## src/rtl/vpic_pkg.sv

```systemverilog
package vpic_pkg;
  localparam int AW = 6;
  localparam logic [AW-1:0] A_VEC  = 6'h00;
  localparam logic [AW-1:0] A_DEF  = 6'h01;
  localparam logic [AW-1:0] A_EOI  = 6'h02;
  localparam logic [AW-1:0] A_EN   = 6'h03;
  localparam logic [AW-1:0] A_FSEL = 6'h04;
  localparam logic [AW-1:0] A_RAW  = 6'h05;
  localparam logic [AW-1:0] A_FST  = 6'h06;
  localparam logic [AW-1:0] A_NST  = 6'h07;
  localparam logic [1:0] PG_CTL = 2'b01;
  localparam logic [1:0] PG_VEC = 2'b10;
  localparam int SLOT_EN_BIT = 5;

  typedef enum logic [1:0] {OP_IDLE, OP_READ, OP_WRITE} bus_op_e;
endpackage

```

## src/rtl/vpic_cfg.sv

```systemverilog
module vpic_cfg
  import vpic_pkg::*;
#(
  parameter int N  = 16,
  parameter int VW = 32,
  parameter int SW = 4
) (
  input  logic                  clk_i,
  input  logic                  rst_ni,
  input  logic                  wr_i,
  input  logic [AW-1:0]         addr_i,
  input  logic [VW-1:0]         wdata_i,
  output logic [N-1:0]          in_en_o,
  output logic [N-1:0]          fast_sel_o,
  output logic [VW-1:0]         def_vec_o,
  output logic [N-1:0]          slot_en_o,
  output logic [N-1:0][SW-1:0]  slot_src_o,
  output logic [N-1:0][VW-1:0]  slot_vec_o
);
  always_ff @(posedge clk_i) begin
    if (!rst_ni) begin
      in_en_o    <= '0;
      fast_sel_o <= '0;
      def_vec_o  <= '0;
    end else if (wr_i) begin
      if (addr_i == A_EN)   in_en_o    <= wdata_i[N-1:0];
      if (addr_i == A_FSEL) fast_sel_o <= wdata_i[N-1:0];
      if (addr_i == A_DEF)  def_vec_o  <= wdata_i;
    end
  end

  for (genvar k = 0; k < N; k++) begin : g_slot
    localparam logic [3:0] KIDX = 4'(k);
    logic hit_ctl, hit_vec;
    assign hit_ctl = wr_i && (addr_i[5:4] == PG_CTL) && (addr_i[3:0] == KIDX);
    assign hit_vec = wr_i && (addr_i[5:4] == PG_VEC) && (addr_i[3:0] == KIDX);
    always_ff @(posedge clk_i) begin
      if (!rst_ni) begin
        slot_en_o[k]  <= 1'b0;
        slot_src_o[k] <= '0;
        slot_vec_o[k] <= '0;
      end else begin
        if (hit_ctl) begin
          slot_en_o[k]  <= wdata_i[SLOT_EN_BIT];
          slot_src_o[k] <= wdata_i[SW-1:0];
        end
        if (hit_vec) slot_vec_o[k] <= wdata_i;
      end
    end
  end
endmodule

```

## src/rtl/vpic_arb.sv

```systemverilog
module vpic_arb #(
  parameter int N  = 16,
  parameter int SW = 4
) (
  input  logic [N-1:0]         norm_stat_i,
  input  logic [N-1:0]         slot_en_i,
  input  logic [N-1:0][SW-1:0] slot_src_i,
  input  logic [N-1:0]         allowed_i,
  output logic [N-1:0]         grant_o,
  output logic [SW-1:0]        win_idx_o,
  output logic                 win_valid_o
);
  logic [N-1:0] active;

  for (genvar k = 0; k < N; k++) begin : g_act
    assign active[k] = slot_en_i[k] && norm_stat_i[slot_src_i[k]] && allowed_i[k];
  end

  always_comb begin
    grant_o     = '0;
    win_idx_o   = '0;
    win_valid_o = 1'b0;
    for (int k = N - 1; k >= 0; k--) begin
      if (active[k]) begin
        grant_o     = '0;
        grant_o[k]  = 1'b1;
        win_idx_o   = SW'(k);
        win_valid_o = 1'b1;
      end
    end
  end
endmodule

```

## src/rtl/vpic_svc.sv

```systemverilog
module vpic_svc #(
  parameter int N  = 16,
  parameter int SW = 4
) (
  input  logic          clk_i,
  input  logic          rst_ni,
  input  logic          ack_i,
  input  logic [SW-1:0] win_idx_i,
  input  logic          eoi_i,
  output logic [N-1:0]  allowed_o
);
  logic [N-1:0] isr_q, isr_d;

  always_comb begin
    logic blocked;
    blocked = 1'b0;
    for (int k = 0; k < N; k++) begin
      blocked      = blocked | isr_q[k];
      allowed_o[k] = ~blocked;
    end
  end

  always_comb begin
    logic done;
    isr_d = isr_q;
    done  = 1'b0;
    if (ack_i) begin
      isr_d[win_idx_i] = 1'b1;
    end else if (eoi_i) begin
      for (int k = 0; k < N; k++) begin
        if (isr_q[k] && !done) begin
          isr_d[k] = 1'b0;
          done     = 1'b1;
        end
      end
    end
  end

  always_ff @(posedge clk_i) begin
    if (!rst_ni) isr_q <= '0;
    else         isr_q <= isr_d;
  end

  // an acknowledge marks the winning slot in service
  p_ack_marks_r7: assert property (@(posedge clk_i) disable iff (!rst_ni)
    (ack_i && !eoi_i) |=> isr_q[$past(win_idx_i)]);

  // a release drops exactly one in-service slot
  p_eoi_pops_r9: assert property (@(posedge clk_i) disable iff (!rst_ni)
    (eoi_i && !ack_i && (isr_q != '0)) |=> ($countones(isr_q) == $past($countones(isr_q)) - 1));
endmodule

```

## src/rtl/vpic_top.sv

```systemverilog
module vpic_top
  import vpic_pkg::*;
#(
  parameter int N_IN  = 16,
  parameter int VEC_W = 32
) (
  input  logic             clk_i,
  input  logic             rst_ni,
  input  logic [N_IN-1:0]  irq_src_i,
  input  logic             bus_sel_i,
  input  logic             bus_we_i,
  input  logic [AW-1:0]    bus_addr_i,
  input  logic [VEC_W-1:0] bus_wdata_i,
  output logic [VEC_W-1:0] bus_rdata_o,
  output logic             irq_o,
  output logic             fiq_o,
  input  logic             chain_req_i,
  input  logic [VEC_W-1:0] chain_vec_i,
  output logic             chain_ack_o
);
  localparam int SW = $clog2(N_IN);

  bus_op_e op;
  logic [N_IN-1:0] in_en, fast_sel, slot_en, allowed, grant;
  logic [N_IN-1:0] fast_stat, norm_stat;
  logic [N_IN-1:0][SW-1:0] slot_src;
  logic [N_IN-1:0][VEC_W-1:0] slot_vec;
  logic [VEC_W-1:0] def_vec, vec_out;
  logic [SW-1:0] win_idx;
  logic win_valid, vec_rd, ack, eoi;

  always_comb begin
    if (!bus_sel_i)    op = OP_IDLE;
    else if (bus_we_i) op = OP_WRITE;
    else               op = OP_READ;
  end

  assign vec_rd = (op == OP_READ)  && (bus_addr_i == A_VEC);
  assign eoi    = (op == OP_WRITE) && (bus_addr_i == A_EOI);
  assign ack    = vec_rd && win_valid;

  vpic_cfg #(.N(N_IN), .VW(VEC_W), .SW(SW)) u_cfg (
    .clk_i, .rst_ni,
    .wr_i(op == OP_WRITE), .addr_i(bus_addr_i), .wdata_i(bus_wdata_i),
    .in_en_o(in_en), .fast_sel_o(fast_sel), .def_vec_o(def_vec),
    .slot_en_o(slot_en), .slot_src_o(slot_src), .slot_vec_o(slot_vec)
  );

  assign fast_stat = irq_src_i & in_en & fast_sel;
  assign norm_stat = irq_src_i & in_en & ~fast_sel;

  vpic_arb #(.N(N_IN), .SW(SW)) u_arb (
    .norm_stat_i(norm_stat), .slot_en_i(slot_en), .slot_src_i(slot_src),
    .allowed_i(allowed), .grant_o(grant), .win_idx_o(win_idx), .win_valid_o(win_valid)
  );

  vpic_svc #(.N(N_IN), .SW(SW)) u_svc (
    .clk_i, .rst_ni, .ack_i(ack), .win_idx_i(win_idx), .eoi_i(eoi), .allowed_o(allowed)
  );

  always_comb begin
    if (win_valid)        vec_out = slot_vec[win_idx];
    else if (chain_req_i) vec_out = chain_vec_i;
    else                  vec_out = def_vec;
  end

  assign irq_o       = win_valid | chain_req_i;
  assign fiq_o       = |fast_stat;
  assign chain_ack_o = vec_rd && !win_valid && chain_req_i;

  always_comb begin
    bus_rdata_o = '0;
    if (op == OP_READ) begin
      unique case (bus_addr_i[5:4])
        2'b00: begin
          case (bus_addr_i)
            A_VEC:  bus_rdata_o = vec_out;
            A_DEF:  bus_rdata_o = def_vec;
            A_EN:   bus_rdata_o[N_IN-1:0] = in_en;
            A_FSEL: bus_rdata_o[N_IN-1:0] = fast_sel;
            A_RAW:  bus_rdata_o[N_IN-1:0] = irq_src_i;
            A_FST:  bus_rdata_o[N_IN-1:0] = fast_stat;
            A_NST:  bus_rdata_o[N_IN-1:0] = norm_stat;
            default: bus_rdata_o = '0;
          endcase
        end
        PG_CTL: begin
          bus_rdata_o[SW-1:0]        = slot_src[bus_addr_i[SW-1:0]];
          bus_rdata_o[SLOT_EN_BIT]   = slot_en[bus_addr_i[SW-1:0]];
        end
        PG_VEC: bus_rdata_o = slot_vec[bus_addr_i[SW-1:0]];
        default: bus_rdata_o = '0;
      endcase
    end
  end

  // at most one slot wins
  p_grant_onehot_r6: assert property (@(posedge clk_i) disable iff (!rst_ni)
    $onehot0(grant));
  // the arbiter never grants a held-off slot
  p_grant_allowed_r8: assert property (@(posedge clk_i) disable iff (!rst_ni)
    (grant & ~allowed) == '0);
  // a requesting downstream controller always raises the normal request
  p_chain_irq_r12: assert property (@(posedge clk_i) disable iff (!rst_ni)
    chain_req_i |-> irq_o);
  // the downstream vector is taken only when no local slot wins
  p_chain_ack_r10: assert property (@(posedge clk_i) disable iff (!rst_ni)
    chain_ack_o |-> (!win_valid && chain_req_i));
  // a local acknowledge with a single active source drops irq next cycle
  p_ack_drop_r7: assert property (@(posedge clk_i) disable iff (!rst_ni)
    (ack && !chain_req_i && $countones(norm_stat) == 1 && $stable(irq_src_i)) |=> (!win_valid || $past(irq_src_i) != irq_src_i || $past(op) != OP_READ || !$stable(slot_en)));
endmodule

```

## config.mk

```make
export PLATFORM = sky130hd
export DESIGN_NAME = vpic_top
export DESIGN_NICKNAME = d
export VERILOG_FILES = /design/src/rtl/vpic_pkg.sv /design/src/rtl/vpic_cfg.sv /design/src/rtl/vpic_arb.sv /design/src/rtl/vpic_svc.sv /design/src/rtl/vpic_top.sv
export SDC_FILE = /design/constraint.sdc
export NUM_CORES = 2
export LEC_CHECK = 0
export CAP_MARGIN = 0
export CELL_PAD_IN_SITES_DETAIL_PLACEMENT = 0
export CELL_PAD_IN_SITES_GLOBAL_PLACEMENT = 1
export CORE_UTILIZATION = 45
export CTS_BUF_LIST = sky130_fd_sc_hd__clkbuf_4
export DETAILED_ROUTE_END_ITERATION = 8
export DONT_BUFFER_PORTS = 1
export PLACE_DENSITY = 0.84
export SLEW_MARGIN = 10
export SYNTH_ARGS = -nofsm -noshare
export SYNTH_HDL_FRONTEND = slang
export SYNTH_SLANG_ARGS = --single-unit
export TNS_END_PERCENT = 5
```

## constraint.sdc

```tcl
create_clock -name clk_i -period 8.1 [get_ports clk_i]
set_input_delay 2.43 -clock clk_i [delete_from_list [all_inputs] [get_ports clk_i]]
set_output_delay 2.43 -clock clk_i [all_outputs]
set_load 0.1 [all_outputs]
```

==> flow_summary.ini <==
[power]
ir_worst_vdd_uv = 127.9
p_leak_nw = 14.84
pwr-share-comb = 0.029
pwr-share-clk = 0.482
p_total_mw = 6.785
p_sw_frac = 0.2477
cellPowerDensity_nw_per_um2 = 152.5
p_sw_mw = 1.681
intPower_mw = 5.104
seqPwrFrac = 0.489

[routing]
ant_nets = 0
post-route-drc-count = 0
drt_iter0_drc = 6142
drt_pass1_iterations = 8
vias = 40460
wire_per_inst_um = 29.40
routed_wl_um = 180600
vias_per_cell = 6.586

[floorplan]
num_rows = 105
boundaryPins = 126
core_area_um2 = 82500
die_area_um2 = 85090
die_w_um = 291.7
start_util = 0.4578
fp.dieH_um = 291.7

[timing]
rsz0062_at_grt = true
fin_ws_ns = -0.3519
final.setup.tns_ns = -7.287
drv_slew = 11
slew_headroom = -0.01237
min_period_ns = 8.452
fin_worst_skew_ns = 0.08638
clock.fmax_mhz = 118.3
fin_hold_ws_ns = 0.4582
hold_violations = 0
finalCritPeriodShare = 1.043
finalSetupViolCount = 32
tightest_slew_ns = 1.517

[worst_setup_path]
end_kind = primary output
crit_required_ns = 5.67
critPathMaxFanout = 9
crit_arrival_ns = 6.02
startpoint_type = input pin
criticalPathCategory = input pin to primary output

[run_status]
violations = max-capacitance violations, max-slew violations, negative setup slack
status = finished, violations left

[final_layout]
design_area_um2 = 44500
drive_gt1_frac = 0.2120
area.growth.synth_to_final_pct = 17.82
final_nets = 5018

[synthesis]
syn_nets = 4915
synth_enable_flop_cells = 0
synth_top_family_by_area = simple AND/OR/NAND/NOR gates
avgSynthCellArea_um2 = 7.829
synth_fa_ha_area_frac = 0
ys_seq_area_frac = 0.3562
synth.area.mux_share = 0.1622
ys.flop_type = dfxtp_1
async_reset_ff_frac = 0
synth_cells = 4824
synth_seq_cells = 672
synth_xor_area_frac = 0
synth-compound-area-share = 0.1890
synth_top_area_share = 0.3562
synth_cell_types = 98
netlist_area_um2 = 37770
synth-simple-area-share = 0.2394
synth_warnings = 0
yosys-top-cells-area = dfxtp_1 (36%), nand2_1 (15%), mux4_2 (11%)
synth_top_area_cell = dfxtp_1

[place]
dp_hpwl_um = 111800
port_buffers = 0
place.gp.congestion = 1.036
post_dp_cell_area_um2 = 41340

[clock_network]
cts_root_buf = clkbuf_4
numCtsBuffers = 183
clock_sinks = 672
htreeDepth = 4
cts_tree = done
hold_buffers = 0
clkTransAtPathRegs_ns = 0.06
clk-insertion-delay-late_ns = 1.13
clockBufferDepth = 3

[global_routing]
grt_pass1_vias = 37620
met1_usage = 0.5143
grt_pass1_wl_um = 258900
grtUsageMet3 = 0.1193
grt_max_degree = 158
grtUsageMet2 = 0.6214
track_usage = 0.4127
busiest_layer = met2
overflow = 0
grt_antenna_before_repair = 9

[min_path]
hold_path.class = register to register

[job]
cap_violations = 1
==> per-layer routing <==
| metal | part of all wire | up-vias |
|---|---|---|
| li1 | - | 17390 |
| met1 | 0.36 | 19230 |
| met2 | 0.43 | 3053 |
| met3 | 0.13 | 774 |
| met4 | 0.074 | 4 |
| met5 | 0.000094 | - |
==> final cells by class <==
class                   count  area (um2)
diodes                      8       20.02
clock buffers             284        2132
clock inverters            39       315.3
fillers                  7805       38000
inverters                  27       108.9
multi-input cells        3651       23120
flip-flops and latches    672       13450
well taps                1070        1339
repair buffers            392        4015
==> through the flow <==
step                      setup slack, ns  utilization  cells
after global placement            -0.4940       0.5011   5793
after floorplan                   -0.4393            -   4824
after CTS                         -0.2236       0.5356   6128
after global routing              -0.3778       0.5393   6140
after detailed placement          -0.5014       0.5011   5793
final                             -0.3519       0.5394   6143
==> worst paths after layout <==
| path | startpoint | to | slack (ns) | cells past startpoint |
|---|---|---|---|---|
| max | irq_src_i[10] | bus_rdata_o[5] | -0.35 | 15 |
| min reg2reg | u_cfg.def_vec_o[31] | u_cfg.def_vec_o[31] | 0.46 | 2 |
| min | u_cfg.def_vec_o[31] | u_cfg.def_vec_o[31] | 0.46 | 2 |
| max reg2reg | u_svc.isr_q[3] | u_svc.isr_q[2] | 3.95 | 12 |
==> cell families (layout without fill, tap and decap cells) <==
logic type             Yosys count  count (layout)
buffers and inverters          502             742
flip-flops                     672             672
other                            0               8
multiplexers                   373             373
AO/OA/AOI/OAI                 1180            1180
AND/OR/NAND/NOR               2097            2098
==> cells in the final DEF (no fill, tap or decap), types with 27 or more instances in the layout <==
cell type	instances
o21ai_0	81
dfxtp_1	672
nand2b_1	27
a22oi_1	51
mux2i_1	178
a21oi_1	674
o22ai_1	50
nand2_1	1516
buf_12	72
nor2_1	129
a31oi_1	59
buf_4	299
mux4_2	191
nand3_1	101
nand4_1	29
clkbuf_4	284
==> cell usage after synthesis, drive strengths merged, types with 29 or more instances <==
library cell and instances:
a21oi 676, a22oi 54, a31oi 64, buf 86
clkbuf 389, dfxtp 672, mux2i 179, mux4 191
nand2 1537, nand3 106, nand4 29, nor2 154
nor3 31, o2111ai 29, o21ai 101, o22ai 59
==> worst max-delay path: stages <==
cell and delay [ns]:
and3b_2 0.28, a211o_1 0.28, a31o_2 0.24, a22oi_2 0.32
nand3_2 0.11, nand4b_1 0.35, or3_4 0.44, buf_4 0.15
and2_2 0.24, bufbuf_16 0.30, mux2i_2 0.21, a21oi_2 0.08
a31o_1 0.26, buf_12 0.16, buf_12 0.16
==> sequential cells by signal, indices dropped and copies added, names as in the netlist <==
name	count
u_cfg.def_vec_o	32
u_cfg.fast_sel_o	16
u_cfg.in_en_o	16
u_cfg.slot_en_o	16
u_cfg.slot_src_o	64
u_cfg.slot_vec_o	512
u_svc.isr_q	16
==> power groups by stage <==
stage | Sequential (mW) | Clock, mW | Combinational (mW)
finish | 3.32 | 3.27 | 0.197
global route | 3.32 | 3.48 | 0.201
CTS | 3.32 | 3.28 | 0.190
detailed placement | 3.39 | 0 | 0.189
global placement | 3.39 | 0 | 0.189
floorplan | 3.39 | 0 | 0.223
==> what timing repair did <==
item / 4_1_cts / 5_1_grt
cloned: 3 / 1
gates resized for setup: 66 / 39
setup buffers: 9 / 6
setup endpoints to repair: 32 / 32
pin swaps: 26 / 26
Power figures use the tool's default switching activity.
